### src/rtl/hphase_clamp.sv
module hphase_clamp #(
  parameter int PW       = 16,
  parameter int SHIFT_NUM = 51,
  parameter int HDW_NUM  = 76,
  parameter int CDL_NUM  = 35,
  parameter int CDS_NUM  = 17,
  parameter int CW_NUM   = 28,
  parameter int NOSIG_W  = 225
) (
  input  logic          clk,
  input  logic          rst_n,
  input  logic          href,
  input  logic [PW-1:0] period,
  input  logic [5:0]    phase_code,
  input  logic          clamp_sel,
  input  logic          sig_ok,
  input  logic          inv_a,
  input  logic          inv_b,
  output logic          hd_a,
  output logic          hd_b,
  output logic          clamp
);
  localparam int TW = PW + 1;
  localparam int MW = PW + 16;

  logic [MW-1:0] per_x;
  logic [5:0]    mag_code;
  logic [TW-1:0] d0, mag, w_hd, d_cl, w_cl, n_on, n_off, n_con, n_coff;
  logic [TW-1:0] t_on, t_off, t_con, t_coff, cnt;
  logic          run, hd_act;

  assign per_x    = MW'(period);
  assign mag_code = phase_code[5] ? {1'b0, phase_code[4:0]} : 6'd32 - phase_code;
  assign d0    = TW'((per_x * MW'(SHIFT_NUM)) >> 10);
  assign mag   = TW'((per_x * MW'(SHIFT_NUM) * MW'(mag_code)) >> 15);
  assign w_hd  = TW'((per_x * MW'(HDW_NUM)) >> 10);
  assign d_cl  = clamp_sel ? TW'((per_x * MW'(CDS_NUM)) >> 10)
                           : TW'((per_x * MW'(CDL_NUM)) >> 10);
  assign w_cl  = TW'((per_x * MW'(CW_NUM)) >> 10);

  assign n_on   = phase_code[5] ? d0 + mag : d0 - mag;
  assign n_off  = n_on + w_hd;
  assign n_con  = sig_ok ? n_off + d_cl : n_off;
  assign n_coff = n_con + (sig_ok ? w_cl : TW'(NOSIG_W));

  always_ff @(posedge clk or negedge rst_n) begin
    if (!rst_n) begin
      run    <= 1'b0;
      cnt    <= '0;
      t_on   <= '0;
      t_off  <= '0;
      t_con  <= '0;
      t_coff <= '0;
    end else if (href) begin
      run    <= 1'b1;
      cnt    <= '0;
      t_on   <= n_on;
      t_off  <= n_off;
      t_con  <= n_con;
      t_coff <= n_coff;
    end else if (cnt != '1) begin
      cnt <= cnt + 1'b1;
    end
  end

  assign hd_act = run && cnt >= t_on && cnt < t_off;
  assign clamp  = run && cnt >= t_con && cnt < t_coff;
  assign hd_a   = hd_act ~^ inv_a;
  assign hd_b   = hd_act ~^ inv_b;
endmodule


### config.mk
export PLATFORM = sky130hd
export DESIGN_NAME = hphase_clamp
export DESIGN_NICKNAME = d
export VERILOG_FILES = /design/src/rtl/hphase_clamp.sv
export SDC_FILE = /design/constraint.sdc
export NUM_CORES = 1
export LEC_CHECK = 0
export CAP_MARGIN = 20
export CORE_ASPECT_RATIO = 1.2
export CORE_MARGIN = 2
export CORE_UTILIZATION = 40
export CTS_CLUSTER_SIZE = 10
export DETAILED_ROUTE_END_ITERATION = 16
export GPL_TIMING_DRIVEN = 0
export SYNTH_ARGS = -nofsm -noshare
export SYNTH_HDL_FRONTEND = slang
export SYNTH_SLANG_ARGS = --single-unit
### constraint.sdc
create_clock -name clk -period 3.8 [get_ports clk]
set_clock_uncertainty 0.2 [all_clocks]
set_input_delay 0.76 -clock clk [delete_from_list [all_inputs] [get_ports clk]]
set_output_delay 0.76 -clock clk [all_outputs]
set_load 0.02 [all_outputs]
==> results.sh, run 1 <==
export IMPL_status="complete, but fails checks"
export IMPL_violations="negative setup slack"
export IMPL_period_minus_slack_ns=11.58
export IMPL_timing_rr_end="cnt[8]"
export IMPL_synth_top_cell_area_share_pct=22.81
export IMPL_cts_root_buf="clkbuf_16"
export IMPL_clkTransAtPathRegs_ns=0.07
export IMPL_async_reset_ff_share_pct=100.0
export IMPL_synth_cells=1993
export IMPL_synthTopCellsByArea="ha_1 (23%), fa_1 (17%), dfrtp_1 (13%)"
export IMPL_r2r_setup_slack_ns=0.70
export IMPL_setup_tns_final_ns=-391.94
export IMPL_rsz0062_at_grt="yes"
export IMPL_viasPerCell=5.355
export IMPL_start_util_pct=40.73
export IMPL_startpoint_type="input port"
export IMPL_crit_family="adder cells"
export IMPL_crit_buf_inv=9
export IMPL_critical_path_class="input port to register"
export IMPL_synth_most_common_cell="inv_1"
export IMPL_ys_top_cells_by_count="inv_1 (339), ha_1 (304), nor2_1 (167)"
export IMPL_final_hold_viol_count=0
export IMPL_numCtsBuffers=9
export IMPL_cp_max_fo=11
export IMPL_setup_viol=66
export IMPL_fin_ws_ns=-7.780
export IMPL_num_rows=81
export IMPL_dieWidth_um=190.4
export IMPL_netlist_cell_type_count=78
export IMPL_place_area_mm2=0.01789
export IMPL_overflow=0
export IMPL_max_cap_violations=0
export IMPL_yosys_area_top_type="ha_1"
export IMPL_setup_worst_path_start="period[8]"
export IMPL_synth_flop_cell="dfrtp_1"
export IMPL_nNetsFinal=2663
export IMPL_required_ns=3.82
export IMPL_grt_pass1_wl_um=76690
export IMPL_fmax_mhz=86.36
export IMPL_layout_drive_gt1_share_pct=26.12
export IMPL_vias=14620
export IMPL_grt_pass1_vias=15160
export IMPL_pin_count=32
export IMPL_endpoint_kind="register"
export IMPL_wl_um=48910
export IMPL_final_cell_area_mm2=0.02189
export IMPL_htreeDepth=3
export IMPL_worstPathArrival_ns=11.60
export IMPL_fp_dieH_um=227.7
export IMPL_grt_max_degree=71
export IMPL_core_mm2=0.04094
export IMPL_post_place_ws_ns=-10.27
export IMPL_ys_ff_latch=84
export IMPL_synth_seq_area_share_pct=12.60
export IMPL_grt_use_total_pct=22.11
export IMPL_drc=0
export IMPL_synth_avg_cell_area_um2=8.368
export IMPL_routedWlPerCell_um=17.92
export IMPL_n_fill_cell=3660
export IMPL_synth_cell_area_mm2=0.01668
export IMPL_cpMaxStageDelayCell="fa_1"
export IMPL_grt_antenna_before_repair=0
export IMPL_tightest_slew_ns=0.8340
export IMPL_r2r_start="cnt[6]"
export IMPL_cpMostUsedCell="fa_1"
export IMPL_relSlewSlack_pct=44.40
export IMPL_slew_violations=0
export IMPL_hold_path_class="input port to asynchronous set/reset pin"
export IMPL_synth_edf_count=0
export IMPL_drt_iter0_markers=696
export IMPL_period_share_pct=304.7
export IMPL_synthToLayoutAreaGrowth_pct=31.25
export IMPL_cts_tree="done"
export IMPL_dr_pass1_iters=4
export IMPL_port_buffers=27
export IMPL_reg2reg_depth=10
export IMPL_antenna_cells=0
export IMPL_yosys_warnings=0
export IMPL_synth_nets=2471
export IMPL_place_congestion=0.8938
export IMPL_dieArea_mm2=0.04335
export IMPL_clockBufferDepth=2
export IMPL_clock_sink_count=84
export IMPL_cpPeakStageDelay_ns=0.53
export IMPL_hpwl_um=36200
export IMPL_clock_latency_ns=0.34
export IMPL_antenna_left=0
[metal layers]
layer / vias to the layer above / share of wire [%] / track usage [%]
met1: 7203 / 42 / 26.34
met5: - / 0 / 0
met2: 282 / 53 / 42.23
li1: 7037 / - / -
met4: 0 / 3.2 / 6.927
met3: 93 / 2.4 / 1.382
[sequential cells by signal, summed over array words and instances (netlist names)]
signal and cells:
t_coff 17, t_on 15, t_off 17, cnt 17, run 1, t_con 17
[area by class of cell]
class,count,area [µm²],area share [%]
clock buffer,10,229.0,1.046
clock inverter,6,63.81,0.2915
inverter,344,1301,5.945
multi-input combinational,1528,15720,71.81
timing repair buffer,186,1654,7.557
tap,539,674.4,3.081
buffer,32,141.4,0.6459
sequential,84,2106,9.620
[what timing repair did]
action / in CTS / in global routing
resized for setup: 386 / 212
hold buffers: 0 / 0
endpoints found under the hold margin: 0 / 0
buffers inserted: 108 / 60
pin swaps: 150 / 111
endpoints found under the setup margin: 69 / 69
[worst register-to-register path, cell delays in order (launching register included)]
cell and delay (ns):
dfrtp_1 0.57, and3_1 0.31, and3_1 0.23, and4_1 0.24, nand2_1 0.07, nor3_1 0.06, ha_1 0.26, nor2b_1 0.32
nand3_1 0.25, or3_1 0.36, a21oi_1 0.16
[worst max path at each step]
stage	endpoint	slack [ns]	cells after the start
2_1_floorplan	t_coff[15]	-7.34	48
3_3_place_gp	t_coff[15]	-10.24	51
3_5_place_dp	t_coff[15]	-10.27	51
4_1_cts	t_coff[15]	-7.62	54
5_1_grt	t_coff[15]	-8.20	55
6_report	t_coff[15]	-7.78	53
[cells by family after synthesis]
kind of cell               Yosys count  share of synthesized area (%)
AOI/OAI and AO/OA                  410                          15.92
xor gates and xnor gates           121                          6.400
adders and majority gates          449                          40.21
buffers and inverters              381                          8.620
DFF                                 84                          12.60
muxes                               22                          1.493
and+or+nand+nor                    526                          14.75
[metrics by stage]
stage / util (%) / hold slack (ns) / std cells
after floorplan: - / 0.2522 / 1993
after global placement: 43.64 / 0.2948 / 2559
after detailed placement: 43.70 / 0.3019 / 2560
after CTS: 50.11 / 0.07158 / 2678
after global routing: 53.46 / 0.08451 / 2729
final: 53.46 / 0.07271 / 2729
[cells in the final DEF, fill, tap and decap left out, drive strengths merged, types with 4 or more instances in the layout]
cell type	instances
buf	186
clkdlybuf4s50	7
nand2	148
nand4	12
nand2b	20
a31oi	11
nand3	36
nor3	41
a21oi	107
clkbuf	34
clkinv	4
fa	145
o31ai	13
ha	304
or2	12
a21o	49
dfrtp	84
nor4	7
o21ai	106
a2111oi	4
a31o	4
and3	19
xor2	58
nor2b	18
a211oi	14
mux2i	9
and2	16
mux2	13
o21a	33
inv	343
xnor2	63
o21bai	19
a211o	6
o211ai	6
o22ai	5
or3	16
nor2	167
Power of run 1 is not shown: default switching activity piles up to over one toggle a cycle in this logic, so the estimate is an artifact.
==> run 2: changes to the inputs <==
==> constraint.sdc (replaced) <==
create_clock -name clk -period 10.6 [get_ports clk]
set_clock_uncertainty 0.2 [all_clocks]
set_input_delay 2.12 -clock clk [delete_from_list [all_inputs] [get_ports clk]]
set_output_delay 2.12 -clock clk [all_outputs]
set_load 0.02 [all_outputs]
==> run 2 against run 1 <==
The flow still finishes with violations (negative setup slack). Die area is the same. Critical endpoint unchanged. Critical path depth did not move. Largest cell class unchanged. Count of clock-buffer cells in the layout is the same. Routed wire length shrank 1.8%. Worst hold slack improved by 0.24 ns. Flip-flop and latch count did not move. Core utilization is 1.1 points lower. Global-route usage increased by 0.36 points. Sequential share of layout area up 0.18 points. Setup slack better by 5.4 ns. Design area fell by 2.0%.
==> results.sh, run 2 (same netlist as run 1, synthesis figures left out) <==
export IMPL_status="complete, but fails checks"
export IMPL_reg2reg_depth=10
export IMPL_clkTransAtPathRegs_ns=0.07
export IMPL_clock_latency_ns=0.35
export IMPL_period_share_pct=122.4
export IMPL_grt_max_degree=69
export IMPL_vias=14520
export IMPL_multi_input_area_mm2=0.01547
export IMPL_timing_rr_end="cnt[8]"
export IMPL_hold_buffers=0
export IMPL_fin_hold_ws_ns=0.3105
export IMPL_pin_count=32
export IMPL_hold_start="t_coff[5]"
export IMPL_nNetsFinal=2636
export IMPL_dr_pass1_iters=5
export IMPL_rsz0062_at_grt="yes"
export IMPL_num_rows=81
export IMPL_final_common_cell="inv_1"
export IMPL_wl_um=48040
export IMPL_r2r_start="cnt[6]"
export IMPL_clockBufferDepth=2
export IMPL_slew_violations=0
export IMPL_overflow=0
export IMPL_final_util_pct=52.37
export IMPL_place_area_mm2=0.01788
export IMPL_synthToLayoutAreaGrowth_pct=28.58
export IMPL_port_buffers=27
export IMPL_grt_use_total_pct=22.47
export IMPL_cpMostUsedCell="ha_4"
export IMPL_setup_tns_final_ns=-50.61
export IMPL_cts_tree="done"
export IMPL_final_cell_area_mm2=0.02144
export IMPL_worstHoldEndpoint="t_coff[5]"
export IMPL_holdPathStages=2
export IMPL_cpPeakStageDelay_ns=0.54
export IMPL_endpoint_kind="register"
export IMPL_dieWidth_um=190.4
export IMPL_grt_pass1_vias=15360
export IMPL_layout_drive_gt1_share_pct=22.84
export IMPL_setup_viol=40
export IMPL_dieArea_mm2=0.04335
export IMPL_antenna_left=0
export IMPL_max_cap_violations=0
export IMPL_tightest_slew_ns=0.8345
export IMPL_layout_common_cells="inv_1 (321), ha_1 (238), nor2_1 (153)"
export IMPL_fmax_mhz=77.09
export IMPL_routedWlPerCell_um=17.78
export IMPL_n_fill_cell=3728
export IMPL_viasPerCell=5.373
export IMPL_violations="negative setup slack"
export IMPL_final_seq_area_mm2=0.002102
export IMPL_place_congestion=0.8977
export IMPL_worstPathArrival_ns=12.99
export IMPL_relSlewSlack_pct=44.37
export IMPL_core_mm2=0.04094
export IMPL_crit_buf_inv=9
export IMPL_cts_root_buf="clkbuf_16"
export IMPL_grt_antenna_before_repair=0
export IMPL_drt_iter0_markers=597
export IMPL_crit_family="adder cells"
export IMPL_antenna_cells=0
export IMPL_hpwl_um=36170
export IMPL_critical_path_class="input port to register"
export IMPL_cpMaxStageDelayCell="fa_1"
export IMPL_clock_sink_count=84
export IMPL_start_util_pct=40.73
export IMPL_period_minus_slack_ns=12.97
export IMPL_r2r_setup_slack_ns=7.50
export IMPL_numCtsBuffers=9
export IMPL_fin_ws_ns=-2.371
export IMPL_required_ns=10.62
export IMPL_drc=0
export IMPL_cp_max_fo=11
export IMPL_startpoint_type="input port"
export IMPL_final_hold_viol_count=0
export IMPL_htreeDepth=3
export IMPL_hold_path_class="register to register"
export IMPL_grt_pass1_wl_um=77600
export IMPL_fp_dieH_um=227.7
[run 2: cell count changes in the layout (fill, tap and decap cells not counted), moves of 9 or more]
cell	before	now
buf_4	141	114
o21ai_0	37	56
ha_4	72	58
o21ai_1	44	32
a21oi_2	34	23
ha_1	229	238
[run 2: final cells by class]
type                       count  area share (%)
multi-input combinational   1528           72.15
clock inverter                 6          0.5193
buffer                        32          0.6301
timing repair buffer         159           6.628
clock buffer                  10           1.068
inverter                     344           6.056
tap                          539           3.145
sequential                    84           9.802
[run 2: routing by layer]
layer	up-vias	GRT usage (%)	part of all wire (%)	routed length, µm
met5	-	0	0	0
met4	0	9.452	4.5	2176
met3	120	1.612	2.3	1113
met2	279	42.02	51	24670
met1	7130	26.46	42	20080
li1	6990	-	-	-
[run 2: worst max path at each step]
| stage | depth (start not counted) | endpoint | startpoint |
|---|---|---|---|
| 2_1_floorplan | 48 | t_coff[15] | period[5] |
| 3_3_place_gp | 51 | t_coff[15] | period[6] |
| 3_5_place_dp | 51 | t_coff[15] | period[5] |
| 4_1_cts | 55 | t_coff[13] | period[4] |
| 5_1_grt | 57 | t_coff[15] | period[3] |
| 6_report | 53 | t_coff[15] | period[8] |
[run 2: worst min-delay path, stage by stage, from the launching register on]
cell and delay (ns):
dfrtp_1 0.32, inv_1 0.05, o21ai_1 0.10
[run 2: repair_timing]
| action | 4_1_cts | 5_1_grt |
|---|---|---|
| cloned | 0 | 0 |
| pin swaps | 162 | 62 |
| resized for setup | 430 | 84 |
| endpoints found under the setup margin | 64 | 49 |
| setup buffers | 110 | 25 |
[run 2: through the flow]
stage,worst slack (ns),std cells
after floorplan,-1.900,1993
after global placement,-4.798,2559
after detailed placement,-4.800,2560
after CTS,-2.067,2677
after global routing,-2.693,2702
final,-2.371,2702
Power of run 2 is left out for the same reason.
